<file path="config.mk">
export PLATFORM = sky130hd
export DESIGN_NAME = gpio_port
export DESIGN_NICKNAME = d
export VERILOG_FILES = /design/src/rtl/gpio_port_pkg.sv /design/src/rtl/gpio_sync.sv /design/src/rtl/gpio_regfile.sv /design/src/rtl/gpio_pin_mux.sv /design/src/rtl/gpio_port.sv
export SDC_FILE = /design/constraint.sdc
export NUM_CORES = 1
export LEC_CHECK = 0
export CAP_MARGIN = 30
export CORE_AREA = 4 4 61 63
export CTS_CLUSTER_SIZE = 12
export DETAILED_ROUTE_END_ITERATION = 10
export DIE_AREA = 0 0 65 67
export PLACE_DENSITY = 0.84
export SLEW_MARGIN = 10
export SYNTH_ARGS = -nofsm -noshare
export SYNTH_HDL_FRONTEND = slang
export SYNTH_HIERARCHICAL = 1
export SYNTH_SLANG_ARGS = --single-unit
</file>
<file path="constraint.sdc">
create_clock -name clk -period 1.5 [get_ports clk]
set_clock_uncertainty 0.05 [all_clocks]
set_input_delay 0.45 -clock clk [delete_from_list [all_inputs] [get_ports clk]]
set_output_delay 0.45 -clock clk [all_outputs]
set_load 0.05 [all_outputs]
</file>
<file path="src/rtl/gpio_port_pkg.sv">
package gpio_port_pkg;
  localparam int GP_ADDR_W = 2;

  typedef enum logic [GP_ADDR_W-1:0] {
    GP_ADDR_PORT = 2'd0,
    GP_ADDR_LAT  = 2'd1,
    GP_ADDR_DIR  = 2'd2,
    GP_ADDR_NONE = 2'd3
  } gp_addr_e;

  typedef enum logic [1:0] {
    OWN_PRI,
    OWN_SEC,
    OWN_FORCE_IN,
    OWN_SW
  } pin_owner_e;
endpackage

</file>
<file path="src/rtl/gpio_sync.sv">
module gpio_sync #(
  parameter int WIDTH  = 6,
  parameter int STAGES = 2
) (
  input  logic             clk,
  input  logic             rst_n,
  input  logic [WIDTH-1:0] din,
  output logic [WIDTH-1:0] dout
);
  logic [STAGES-1:0][WIDTH-1:0] stage_q;
  logic [STAGES-1:0][WIDTH-1:0] stage_d;

  always_comb begin
    stage_d[0] = din;
    for (int s = 1; s < STAGES; s++) begin
      stage_d[s] = stage_q[s-1];
    end
  end

  always_ff @(posedge clk or negedge rst_n) begin
    if (!rst_n) begin
      stage_q <= '0;
    end else begin
      stage_q <= stage_d;
    end
  end

  assign dout = stage_q[STAGES-1];
endmodule

</file>
<file path="src/rtl/gpio_regfile.sv">
module gpio_regfile
  import gpio_port_pkg::*;
#(
  parameter int NUM_PINS = 6,
  parameter int DATA_W   = 8
) (
  input  logic                 clk,
  input  logic                 rst_n,
  input  logic                 wr,
  input  logic [GP_ADDR_W-1:0] addr,
  input  logic [DATA_W-1:0]    wdata,
  output logic [NUM_PINS-1:0]  lat_q,
  output logic [NUM_PINS-2:0]  dir_q
);
  localparam int NBIDIR = NUM_PINS - 1;

  logic                lat_en;
  logic                dir_en;
  logic [NUM_PINS-1:0] lat_d;
  logic [NBIDIR-1:0]   dir_d;

  always_comb begin
    lat_en = wr && ((addr == GP_ADDR_PORT) || (addr == GP_ADDR_LAT));
    dir_en = wr && (addr == GP_ADDR_DIR);
    lat_d  = lat_en ? wdata[NUM_PINS-1:0] : lat_q;
    dir_d  = dir_en ? wdata[NBIDIR-1:0]   : dir_q;
  end

  always_ff @(posedge clk or negedge rst_n) begin
    if (!rst_n) begin
      lat_q <= '0;
      dir_q <= '1;
    end else begin
      lat_q <= lat_d;
      dir_q <= dir_d;
    end
  end

  // A direction write lands one cycle later
  assert_dir_write_R5: assert property (@(posedge clk) disable iff (!rst_n)
    (wr && addr == GP_ADDR_DIR) |=> (dir_q == $past(wdata[NBIDIR-1:0])));

  // A latch write through either address lands one cycle later
  assert_lat_write_R3: assert property (@(posedge clk) disable iff (!rst_n)
    (wr && (addr == GP_ADDR_PORT || addr == GP_ADDR_LAT))
      |=> (lat_q == $past(wdata[NUM_PINS-1:0])));

  // A write to the unused address leaves both registers untouched
  assert_unused_write_R12: assert property (@(posedge clk) disable iff (!rst_n)
    (wr && addr == GP_ADDR_NONE) |=> ($stable(lat_q) && $stable(dir_q)));
endmodule

</file>
<file path="src/rtl/gpio_pin_mux.sv">
module gpio_pin_mux
  import gpio_port_pkg::*;
(
  input  logic dir_bit,
  input  logic lat_bit,
  input  logic pri_oe,
  input  logic pri_out,
  input  logic sec_oe,
  input  logic sec_out,
  input  logic sec_shdn,
  input  logic force_in,
  output logic pad_oe,
  output logic pad_out
);
  pin_owner_e owner;

  always_comb begin
    if (pri_oe)        owner = OWN_PRI;
    else if (sec_oe)   owner = OWN_SEC;
    else if (force_in) owner = OWN_FORCE_IN;
    else               owner = OWN_SW;
  end

  always_comb begin
    unique case (owner)
      OWN_PRI: begin
        pad_oe  = 1'b1;
        pad_out = pri_out;
      end
      OWN_SEC: begin
        pad_oe  = ~sec_shdn;
        pad_out = sec_out;
      end
      OWN_FORCE_IN: begin
        pad_oe  = 1'b0;
        pad_out = lat_bit;
      end
      default: begin
        pad_oe  = ~dir_bit;
        pad_out = lat_bit;
      end
    endcase
  end
endmodule

</file>
<file path="src/rtl/gpio_port.sv">
module gpio_port
  import gpio_port_pkg::*;
#(
  parameter int NUM_PINS    = 6,
  parameter int DATA_W      = 8,
  parameter int SYNC_STAGES = 2
) (
  input  logic                 clk,
  input  logic                 rst_n,
  input  logic                 cfg_mclr_en,
  input  logic [GP_ADDR_W-1:0] bus_addr,
  input  logic                 bus_wr,
  input  logic [DATA_W-1:0]    bus_wdata,
  output logic [DATA_W-1:0]    bus_rdata,
  input  logic [NUM_PINS-1:0]  pad_in,
  output logic [NUM_PINS-2:0]  pad_oe,
  output logic [NUM_PINS-2:0]  pad_out,
  input  logic [NUM_PINS-2:0]  pri_oe,
  input  logic [NUM_PINS-2:0]  pri_out,
  input  logic [NUM_PINS-2:0]  sec_oe,
  input  logic [NUM_PINS-2:0]  sec_out,
  input  logic [NUM_PINS-2:0]  sec_shdn,
  input  logic [NUM_PINS-2:0]  force_in,
  output logic                 mclr_req
);
  localparam int NBIDIR = NUM_PINS - 1;
  localparam int IN_PIN = NUM_PINS - 1;

  logic [NUM_PINS-1:0] pad_sync;
  logic [NUM_PINS-1:0] lat_q;
  logic [NBIDIR-1:0]   dir_q;
  logic [NUM_PINS-1:0] port_view;
  logic [NUM_PINS-1:0] lat_view;

  gpio_sync #(.WIDTH(NUM_PINS), .STAGES(SYNC_STAGES)) u_sync (
    .clk  (clk),
    .rst_n(rst_n),
    .din  (pad_in),
    .dout (pad_sync)
  );

  gpio_regfile #(.NUM_PINS(NUM_PINS), .DATA_W(DATA_W)) u_regs (
    .clk  (clk),
    .rst_n(rst_n),
    .wr   (bus_wr),
    .addr (bus_addr),
    .wdata(bus_wdata),
    .lat_q(lat_q),
    .dir_q(dir_q)
  );

  for (genvar p = 0; p < NBIDIR; p++) begin : g_pin
    gpio_pin_mux u_mux (
      .dir_bit (dir_q[p]),
      .lat_bit (lat_q[p]),
      .pri_oe  (pri_oe[p]),
      .pri_out (pri_out[p]),
      .sec_oe  (sec_oe[p]),
      .sec_out (sec_out[p]),
      .sec_shdn(sec_shdn[p]),
      .force_in(force_in[p]),
      .pad_oe  (pad_oe[p]),
      .pad_out (pad_out[p])
    );

    // Primary request owns the pad
    assert_pri_wins_R6: assert property (@(posedge clk) disable iff (!rst_n)
      pri_oe[p] |-> (pad_oe[p] && pad_out[p] == pri_out[p]));

    // Secondary in shutdown releases the pad
    assert_shdn_tri_R8: assert property (@(posedge clk) disable iff (!rst_n)
      (!pri_oe[p] && sec_oe[p] && sec_shdn[p]) |-> !pad_oe[p]);

    // Forced input disables the driver
    assert_force_in_R9: assert property (@(posedge clk) disable iff (!rst_n)
      (!pri_oe[p] && !sec_oe[p] && force_in[p]) |-> !pad_oe[p]);
  end

  always_comb begin
    port_view         = pad_sync;
    port_view[IN_PIN] = pad_sync[IN_PIN] & ~cfg_mclr_en;
    lat_view          = lat_q;
    lat_view[IN_PIN]  = lat_q[IN_PIN] & ~cfg_mclr_en;
  end

  always_comb begin
    bus_rdata = '0;
    unique case (bus_addr)
      GP_ADDR_PORT: bus_rdata[NUM_PINS-1:0] = port_view;
      GP_ADDR_LAT:  bus_rdata[NUM_PINS-1:0] = lat_view;
      GP_ADDR_DIR:  bus_rdata[NBIDIR-1:0]   = dir_q;
      default:      bus_rdata = '0;
    endcase
  end

  assign mclr_req = cfg_mclr_en & ~pad_sync[IN_PIN];

  // Master clear only ever requested in that configuration
  assert_mclr_cfg_R11: assert property (@(posedge clk) disable iff (!rst_n)
    mclr_req |-> cfg_mclr_en);

  // Unimplemented direction bits read as zero
  assert_dir_upper_R5: assert property (@(posedge clk) disable iff (!rst_n)
    (bus_addr == GP_ADDR_DIR) |-> (bus_rdata[DATA_W-1:NBIDIR] == '0));

  // Pin-5 latch bit hidden in master-clear mode
  assert_lat5_hidden_R11: assert property (@(posedge clk) disable iff (!rst_n)
    (cfg_mclr_en && bus_addr == GP_ADDR_LAT) |-> !bus_rdata[IN_PIN]);
endmodule

</file>
==> metrics.md, run 1 <==
| Metric | Value |
|---|---|
| Status | finished with violations |
| Failing checks | negative setup slack |
| Root Buffer | clkbuf_4 |
| Simple-Gate Fraction of Synth Area | 10.97% |
| Worst Setup Slack, final | -0.4154 ns |
| Critical Path Source Type | flop |
| Final Power | 1.992 mW |
| Worst path cell trace | nor3_2 -> a211o_2 -> buf_8 |
| Tightest Hold Check Type | flop to flop |
| Sequential share of the synthesized area | a little over half |
| Total wire length | about 3700 um |
| Core area | 0.003232 mm2 |
| Mux share of post-synthesis cell area | 21.15% |
| Post-CTS Hold Buffers | 0 |
| Worst Setup Path Type | flop to output port |
| Setup WS pre-CTS | -0.7448 ns |
| Final period utilization | 127.7% |
| Total grt overflow | 0 |
| Area of the multi-input gates | approximately 760 um2 |
| Final worst path period need | 1.915 ns |
| Detail Placement HPWL | 2710 um |
| Final setup violation count | 17 |
| WP data arrival | 1.42 ns |
| Area grow syn2layout | 119.2% |
| IO Pins | slightly below 70 |
| Die height | between 60 and 70 um |
| CP required | 1.00 ns |
| Die extent in x | 65 um |
| Fill cell count | approximately 210 |
| Via Count | about 1,000 |
| Pre-antenna DRT Iters | 4 |
| Unrepaired setup endpoints after global routing | true |
| TritonCTS buffer count | 3 |
| # port buffers | 64 |
| Vias in the first global route | approximately 1,200 |
| Post-Synth Adder-Cell Area | 0% |
| Synth Area in Compound Gates | 10.18% |
| N_diodes | 0 |
| Worst VDD drop | 0.5183 mV |
| Post-Synth XOR/XNOR Area | 0% |
| Iter 0 DRT Violations | 10 |
| Synth Area per Inst | 12.86 um2 |
| CTS tree | built |
| Routability-driven placement congestion ratio | 0.7075 |
| Clock latency on the worst-skew pair | just over 0.3 ns |
| Final net count | ~230 |
| Internal Power | roughly 1.3 mW |
| Fin. Hold Viols | 0 |
| Buf+Inv Stages, Crit Path | 1 |
| Share of total power in the clock network | 14.6% |
| Share of cells above drive strength 1 | between 60 and 70% |
| Die Area | 0.004355 mm2 |
| Global-route wire length before repair | between 5000 and 6000 um |
| Initial Utilization | between 30% and 40% |
| H-tree depth | 1 |
| Yosys reg bits | 23 |
| Synthesized cell area | 0.001106 mm2 |
| Most frequent cells in the layout | 23 x dlygate4sd2_1, 17 x dfrtp_1, 14 x buf_4, 14 x clkdlybuf4s50_1, 14 x buf_12 |
| Longest Clk Path Bufs | 2 |
| Post-DRT Antenna Nets | 0 |
| Max-slew violations | 0 |
| Combinational Power Share | 47.2% |
| WL/cell | 16.76 um |
| Sw Pwr | 671.6 uW |
| Slowest CP cell | dfstp_2 |
| Drt via density | 4.655 |
| Mapped Cells | 86 |
| GRT Overall Usage | around 17% |
| Max Cap Viol | 0 |
| # clock sinks | 23 |
| Highest cell delay on the worst timing path | 0.58 ns |
| Pwr per Cell Area | 821.6 mW/mm2 |
| Clock transition at path regs | 0.12 ns |
| Antenna violations before repair | 0 |
| Cell Rows | 21 |
| Residual DRC | 0 |
| Largest net degree at the start of global routing | 24 |
| Min Hold Slack | 0.3166 ns |
| Seq pwr share | 38.2% |
| Synth warn | 6 |
| Crit-path max FO | 3 |
| F_max | between 0.5 and 0.6 GHz |
| Main combinational cell family by area after synthesis | multiplexers |
| Leakage | 1.073 nW |
| Register Area | 583.1 um2 |
| Critical path's top delay family | flip-flops |
| Switching power share of the total | 33.71% |
| Distinct cells, synth | 18 |
| CP endpoint kind | output port |
| Commonest non-fill, non-tap cell in the layout | dlygate4sd2_1 |
## registers in the layout (all words and copies together), names as in the netlist
name	count
u_sync/stage_d	6
u_regs/dir_q	5
u_sync/dout	6
u_regs/lat_q	6
## per-layer routing
| metal | global-route usage [%] | wire length (um) | vias to the layer above |
|---|---|---|---|
| li1 | - | - | 480 |
| met1 | 18.21 | 1356 | 498 |
| met2 | 33.97 | 2105 | 40 |
| met3 | 3.035 | 175 | 6 |
| met4 | 6.069 | 51 | 0 |
| met5 | 0 | 0 | - |
## synthesized netlist by cell type, drive strengths merged
cell type / instances / area (um2)
buf: 4 / 33.78
dfrtp: 18 / 450.4
mux2: 11 / 123.9
conb: 1 / 3.750
dfstp: 5 / 131.4
nor2b: 3 / 33.79
a211o: 5 / 43.79
nand2b: 1 / 13.76
nand3b: 1 / 20.02
mux2i: 11 / 110.1
nand2: 5 / 18.77
o2bb2ai: 5 / 43.79
nor3: 6 / 35.03
inv: 5 / 18.77
o21ai: 5 / 25.02
## path summary, 6_finish.rpt
path	endpoint	slack, ns	cells after the start	from
worst max-delay path	pad_oe[2]	-0.42	3	u_regs/dir_q[2]
worst min-delay path	u_sync/dout[1]	0.32	0	u_sync/stage_d[7]
worst max register to register	u_regs/lat_q[2]	0.50	2	u_regs/lat_q[2]
worst min register to register	u_sync/dout[1]	0.32	0	u_sync/stage_d[7]
max in group asynchronous	u_regs/dir_q[1]	0.77	2	rst_n
min in group asynchronous	u_sync/stage_d[11]	0.41	2	rst_n
## power by group through the flow
stage / registers, mW / logic, mW / clock network, mW
global route: 0.772 / 0.980 / 0.327
detailed placement: 0.774 / 0.762 / 0
finish: 0.762 / 0.940 / 0.290
global placement: 0.767 / 0.743 / 0
CTS: 0.764 / 0.918 / 0.293
floorplan: 0.755 / 0.399 / 0
## through the flow
step	util, %	instances	TNS [ns]	area, um2
2_1_floorplan	-	87	-0.7480	1280
3_3_place_gp	65.81	203	-12.66	2127
3_5_place_dp	65.81	203	-13.37	2127
4_1_cts	73.95	218	-4.830	2390
5_1_grt	75.03	220	-5.486	2425
6_report	75.03	220	-4.698	2425
## layout make-up
| class | count | area share (%) |
|---|---|---|
| multi-input cells | 55 | 31.22 |
| inverters | 5 | 0.7740 |
| flip-flops and latches | 23 | 24.05 |
| well taps | 46 | 2.374 |
| repair buffers | 87 | 40.51 |
| clock buffers | 4 | 1.084 |
## logic make-up (layout without fill, tap and decap cells)
family,after synthesis,count (layout)
mux,22,22
buf+inv,9,96
simple gates,16,16
other cells,1,2
flops,23,23
compound gates,15,15
## repair_timing
item | CTS | global route
gates resized for setup | 90 | 7
cloned | 1 | 0
setup endpoints to repair | 22 | 17
hold endpoints to repair | 0 | 0
setup buffers | 10 | 2
pin swaps | 18 | 9
(Power assumes the default switching activity.)
==> run 2: changes to the inputs <==
==> constraint.sdc (replaced) <==
create_clock -name clk -period 1.5 [get_ports clk]
set_clock_uncertainty 0.05 [all_clocks]
set_input_delay 0.3 -clock clk [delete_from_list [all_inputs] [get_ports clk]]
set_output_delay 0.3 -clock clk [all_outputs]
set_load 0.05 [all_outputs]
==> metrics.md, run 2 (same netlist as run 1, synthesis figures left out) <==
| Metric | Value |
|---|---|
| Worst VDD drop | 0.6352 mV (+23%) |
| Min Hold Slack | 0.2672 ns (-0.04943 ns) |
| Core area | 0.003232 mm2 (unchanged) |
| Clock latency on the worst-skew pair | 0.30 ns (about the same) |
| Critical Path Source Type | flop |
| Die height | 67 um (unchanged) |
| Die Area | 0.004355 mm2 (unchanged) |
| # clock sinks | 23 (unchanged) |
| Total wire length | 3523 um (-4.4%) |
| Detail Placement HPWL | 2532 um (-6.6%) |
| Final worst path period need | 1.726 ns (-0.1891 ns) |
| GRT Overall Usage | 17.46% (+0.18 points) |
| R2R depth | 2 (unchanged) |
| Status | finished with violations |
| Final net count | 222 (-1.3%) |
| Root Buffer | clkbuf_4 |
| Share of cells above drive strength 1 | 47.95% (-14 points) |
| Final setup violation count | 12 (-5) |
| Final period utilization | 115.1% (-13 points) |
| Max Cap Viol | 0 (unchanged) |
| Die extent in x | 65 um (unchanged) |
| Setup TNS | -2.017 ns (+2.681 ns) |
| Setup WS pre-CTS | -0.3523 ns (+0.3925 ns) |
| Worst Setup Slack, final | -0.2263 ns (+0.1891 ns) |
| Number of placed cells counting well taps | 197 (-3.0%) |
| Drt via density | 4.670 (+0.33%) |
| Iter 0 DRT Violations | 9 (-1) |
| Final std cells w/o fill | 218 (-0.91%) |
| Routability-driven placement congestion ratio | 0.7661 (+8.3%) |
| Final Power | 1.951 mW (-2.1%) |
| Worst Setup Path Type | flop to output port |
| DP Area | 0.002024 mm2 (-4.8%) |
| Leakage | 1.042 nW (-2.9%) |
| Global-route wire length before repair | 5616 um (+0.12%) |
| Worst path cell trace | buf_12 -> mux2i_4 -> o2bb2ai_4 -> buf_12 |
| Fin. Hold Viols | 0 (unchanged) |
| Residual DRC | 0 (unchanged) |
| # port buffers | 64 (unchanged) |
| F_max | 0.5793 GHz (+11%) |
| Total grt overflow | 0 (unchanged) |
| Slowest CP cell | dfstp_2 |
| Longest Clk Path Bufs | 2 (unchanged) |
| Crit-path max FO | 2 (-1) |
| CTS tree | built |
| R2R Path End | u_regs/lat_q[3] |
| Worst reg2reg startpoint | u_regs/lat_q[3] |
| Final instance area | 0.002349 mm2 (-3.1%) |
| Initial Utilization | 34.22% (unchanged) |
| Failing checks | negative setup slack |
| Max-slew violations | 0 (unchanged) |
| Unrepaired setup endpoints after global routing | true |
| Post-layout util | 72.67% (-2.4 points) |
| Antenna violations before repair | 1 (+1) |
| CP required | 1.15 ns (+0.15 ns) |
| CP endpoint kind | output port |
| Clock transition at path regs | 0.13 ns (about the same) |
| Pre-antenna DRT Iters | 4 (unchanged) |
| Tightest Hold Check Type | input pin to asynchronous set/reset pin |
| TritonCTS buffer count | 3 (unchanged) |
| Fill cell count | 222 (+3.7%) |
| Cell Rows | 21 (unchanged) |
| Via Count | 1,018 (-0.59%) |
| R2R Setup Slk | 0.51 ns (about the same) |
| IO Pins | 69 (unchanged) |
| Area grow syn2layout | 112.3% |
| Post-DRT Antenna Nets | 0 (unchanged) |
| Cell mode on critical path | buf_12 |
| Commonest non-fill, non-tap cell in the layout | clkdlybuf4s50_1 |
| Pwr per Cell Area | 830.5 mW/mm2 (+1.1%) |
| Largest net degree at the start of global routing | 24 (unchanged) |
| Vias in the first global route | 1,233 (+5.1%) |
| WP data arrival | 1.38 ns (-0.04 ns) |
| H-tree depth | 1 (unchanged) |
| WL/cell | 16.16 um (-3.6%) |
| Most frequent cells in the layout | 32 x clkdlybuf4s50_1, 22 x buf_12, 18 x dfrtp_1, 14 x buf_4 |
| Highest cell delay on the worst timing path | 0.59 ns (about the same) |
run 2: changes by cell type in the layout (fill, tap and decap cells not counted), moves of 5 or more:
cell / previous run / this run
a211o_1: 0 / 5
buf_12: 14 / 22
dlygate4sd2_1: 23 / 11
clkdlybuf4s50_1: 14 / 32
a211o_2: 5 / 0
buf_6: 7 / 0
mux2i_1: 0 / 5
run 2: area by class of cell:
| cell class | count | area [um2] | share of cell area, % |
|---|---|---|---|
| diodes | 1 | 2.502 | 0.1066 |
| clock buffers | 3 | 22.52 | 0.9590 |
| clock inverters | 1 | 5.005 | 0.2131 |
| inverters | 5 | 18.77 | 0.7991 |
| multi-input cells | 55 | 643.1 | 27.38 |
| flip-flops and latches | 23 | 581.8 | 24.77 |
| well taps | 46 | 57.56 | 2.451 |
| repair buffers | 84 | 1017 | 43.31 |
run 2: worst max-delay path: cells and delay by family, from the launching register on:
kind            cells  cell delay [ns]
compound gates      1             0.15
mux                 1             0.07
buf+inv             2             0.26
flops               1             0.59
run 2: power breakdown:
| part | switching, mW | leakage [nW] | internal (mW) |
|---|---|---|---|
| clock | 0.186 | 0.0177 | 0.0997 |
| sequential | 0.0497 | 0.263 | 0.705 |
| combinational | 0.408 | 0.762 | 0.502 |
run 2: metal layers:
layer,up-vias,routed length [um],track usage (%),share of wire [%]
met5,-,0,0,0
met4,0,65,7.652,1.8
met3,8,283,5.228,8.0
met2,53,1915,33.08,54
met1,475,1259,17.47,36
li1,482,-,-,-
run 2: worst max path at each step:
stage / startpoint / to / slack [ns] / cells past startpoint
global route: u_regs/dir_q[2] / pad_oe[2] / -0.27 / 3
floorplan: u_regs/lat_q[3] / pad_out[3] / 0.01 / 2
detailed placement: bus_addr[1] / bus_rdata[1] / -0.35 / 5
global placement: bus_addr[1] / bus_rdata[3] / -0.32 / 5
finish: u_regs/dir_q[2] / bus_rdata[2] / -0.23 / 4
CTS: u_regs/dir_q[4] / pad_oe[4] / -0.24 / 3
run 2: timing repair:
item / CTS / global route
hold endpoints to repair: 0 / 0
hold buffers: 0 / 0
resized for setup: 37 / 5
pin swaps: 16 / 7
setup buffers: 15 / 1
endpoints found under the setup margin: 17 / 17
==> run 3: changes to the inputs <==
- SKIP_CTS_REPAIR_TIMING: not set -> 1
==> metrics.md, run 3 (same netlist as run 1, synthesis figures left out) <==
| Metric | Value |
|---|---|
| Leakage | 1.072 nW (+2.9%) |
| Via Count | 968 (-4.9%) |
| Root Buffer | clkbuf_4 |
| Post-layout util | 71.31% (-1.4 points) |
| Detail Placement HPWL | 2532 um (unchanged) |
| Pwr per Cell Area | 822.3 mW/mm2 (-0.99%) |
| WL/cell | 16.65 um (+3.0%) |
| Tightest Hold Check Type | input pin to asynchronous set/reset pin |
| TritonCTS buffer count | 3 (unchanged) |
| CP endpoint kind | output port |
| Worst reg2reg startpoint | u_regs/lat_q[3] |
| Critical path depth | 3 (-1) |
| Crit-path max FO | 3 (+1) |
| Drt via density | 4.588 (-1.8%) |
| Max Cap Viol | 0 (unchanged) |
| Total grt overflow | 0 (unchanged) |
| # port buffers | 64 (unchanged) |
| Highest cell delay on the worst timing path | 0.60 ns (about the same) |
| Routability-driven placement congestion ratio | 0.7661 (unchanged) |
| Die height | 67 um (unchanged) |
| Global-route wire length before repair | 4878 um (-13%) |
| Worst Setup Slack, final | -0.2278 ns (-0.001573 ns) |
| Setup WS pre-CTS | -0.3523 ns (unchanged) |
| Cell Rows | 21 (unchanged) |
| R2R Setup Slk | 0.50 ns (about the same) |
| Worst path cell trace | nor3_2 -> a211o_1 -> buf_12 |
| Final net count | 216 (-2.7%) |
| Critical path's top delay family | flip-flops |
| Core area | 0.003232 mm2 (unchanged) |
| Total wire length | 3513 um (-0.28%) |
| Share of cells above drive strength 1 | 44.85% (-3.1 points) |
| Final setup violation count | 14 (+2) |
| Max-slew violations | 0 (unchanged) |
| IO Pins | 69 (unchanged) |
| R2R depth | 2 (unchanged) |
| Failing checks | negative setup slack |
| Most frequent cells in the layout | 36 x clkdlybuf4s50_1, 19 x buf_12, 17 x dfrtp_1, 11 x dlymetal6s2s_1, 11 x mux2_2 |
| Die extent in x | 65 um (unchanged) |
| Final worst path period need | 1.728 ns (+0.001573 ns) |
| Iter 0 DRT Violations | 14 (+5) |
| R2R Path End | u_regs/lat_q[3] |
| Initial Utilization | 34.22% (unchanged) |
| Vias in the first global route | 1,098 (-11%) |
| CP required | 1.15 ns (about the same) |
| Number of placed cells counting well taps | 197 (unchanged) |
| F_max | 0.5788 GHz (about the same) |
| Fill cell count | 222 (unchanged) |
| Worst VDD drop | 0.6159 mV (-3.0%) |
| Critical Path Source Type | flop |
| Final period utilization | 115.2% (about the same) |
| Unrepaired setup endpoints after global routing | true |
| Commonest non-fill, non-tap cell in the layout | clkdlybuf4s50_1 |
| Setup TNS | -2.090 ns (-0.07340 ns) |
| WP data arrival | 1.38 ns (about the same) |
| Clock latency on the worst-skew pair | 0.31 ns (about the same) |
| # clock sinks | 23 (unchanged) |
| Fin. Hold Viols | 0 (unchanged) |
| Status | finished with violations |
| Area grow syn2layout | 108.4% |
| Clock transition at path regs | 0.13 ns (about the same) |
| Final std cells w/o fill | 211 (-3.2%) |
| Buf+Inv Stages, Crit Path | 1 (-1) |
| Pre-antenna DRT Iters | 3 (-1) |
| Largest net degree at the start of global routing | 24 (unchanged) |
| Slowest CP cell | dfstp_2 |
| Die Area | 0.004355 mm2 (unchanged) |
| Worst Setup Path Type | flop to output port |
| Longest Clk Path Bufs | 2 (unchanged) |
| Min Hold Slack | 0.2693 ns (+0.002152 ns) |
| CP endpoint | pad_oe[1] |
| H-tree depth | 1 (unchanged) |
| Antenna violations before repair | 0 (-1) |
| DP Area | 0.002024 mm2 (unchanged) |
| CTS tree | built |
| Residual DRC | 0 (unchanged) |
| Final Power | 1.895 mW (-2.8%) |
| Final instance area | 0.002305 mm2 (-1.9%) |
| Post-DRT Antenna Nets | 0 (unchanged) |
| CP Launch Point | u_regs/dir_q[1] |
| N_diodes | 0 (-1) |
| GRT Overall Usage | 14.90% (-2.6 points) |
run 3: worst min path at each step:
stage / startpoint / endpoint
detailed placement: u_sync/stage_d[6] / u_sync/dout[0]
global placement: u_sync/stage_d[9] / u_sync/dout[3]
floorplan: rst_n / u_regs/lat_q[0]
global route: rst_n / u_sync/stage_d[7]
finish: rst_n / u_sync/dout[3]
CTS: rst_n / u_sync/dout[3]
run 3: per-layer routing:
layer  global-route usage, %  vias to the layer above  part of all wire (%)
met5                       0                        -                     0
met3                   4.553                        2                   7.8
met4                   4.749                        0                  0.26
met1                   15.67                      460                    37
met2                   28.10                       47                    55
li1                        -                      459                     -
run 3: final cells by class:
type                            count  area [um2]  share of cell area, %
Inverter                            5       18.77                 0.8143
Clock inverter                      1       5.005                 0.2172
Multi-Input combinational cell     55       628.1                  27.25
Tap cell                           46       57.56                  2.497
Clock buffer                        3       22.52                 0.9772
Timing Repair Buffer               78       989.7                  42.94
Sequential cell                    23       583.1                  25.30
run 3: power by group:
group          switching [mW]  total [mW]  internal [mW]
combinational           0.384       0.847          0.463
clock                   0.185       0.285         0.0996
sequential             0.0574       0.763          0.706
total                   0.627        1.90           1.27
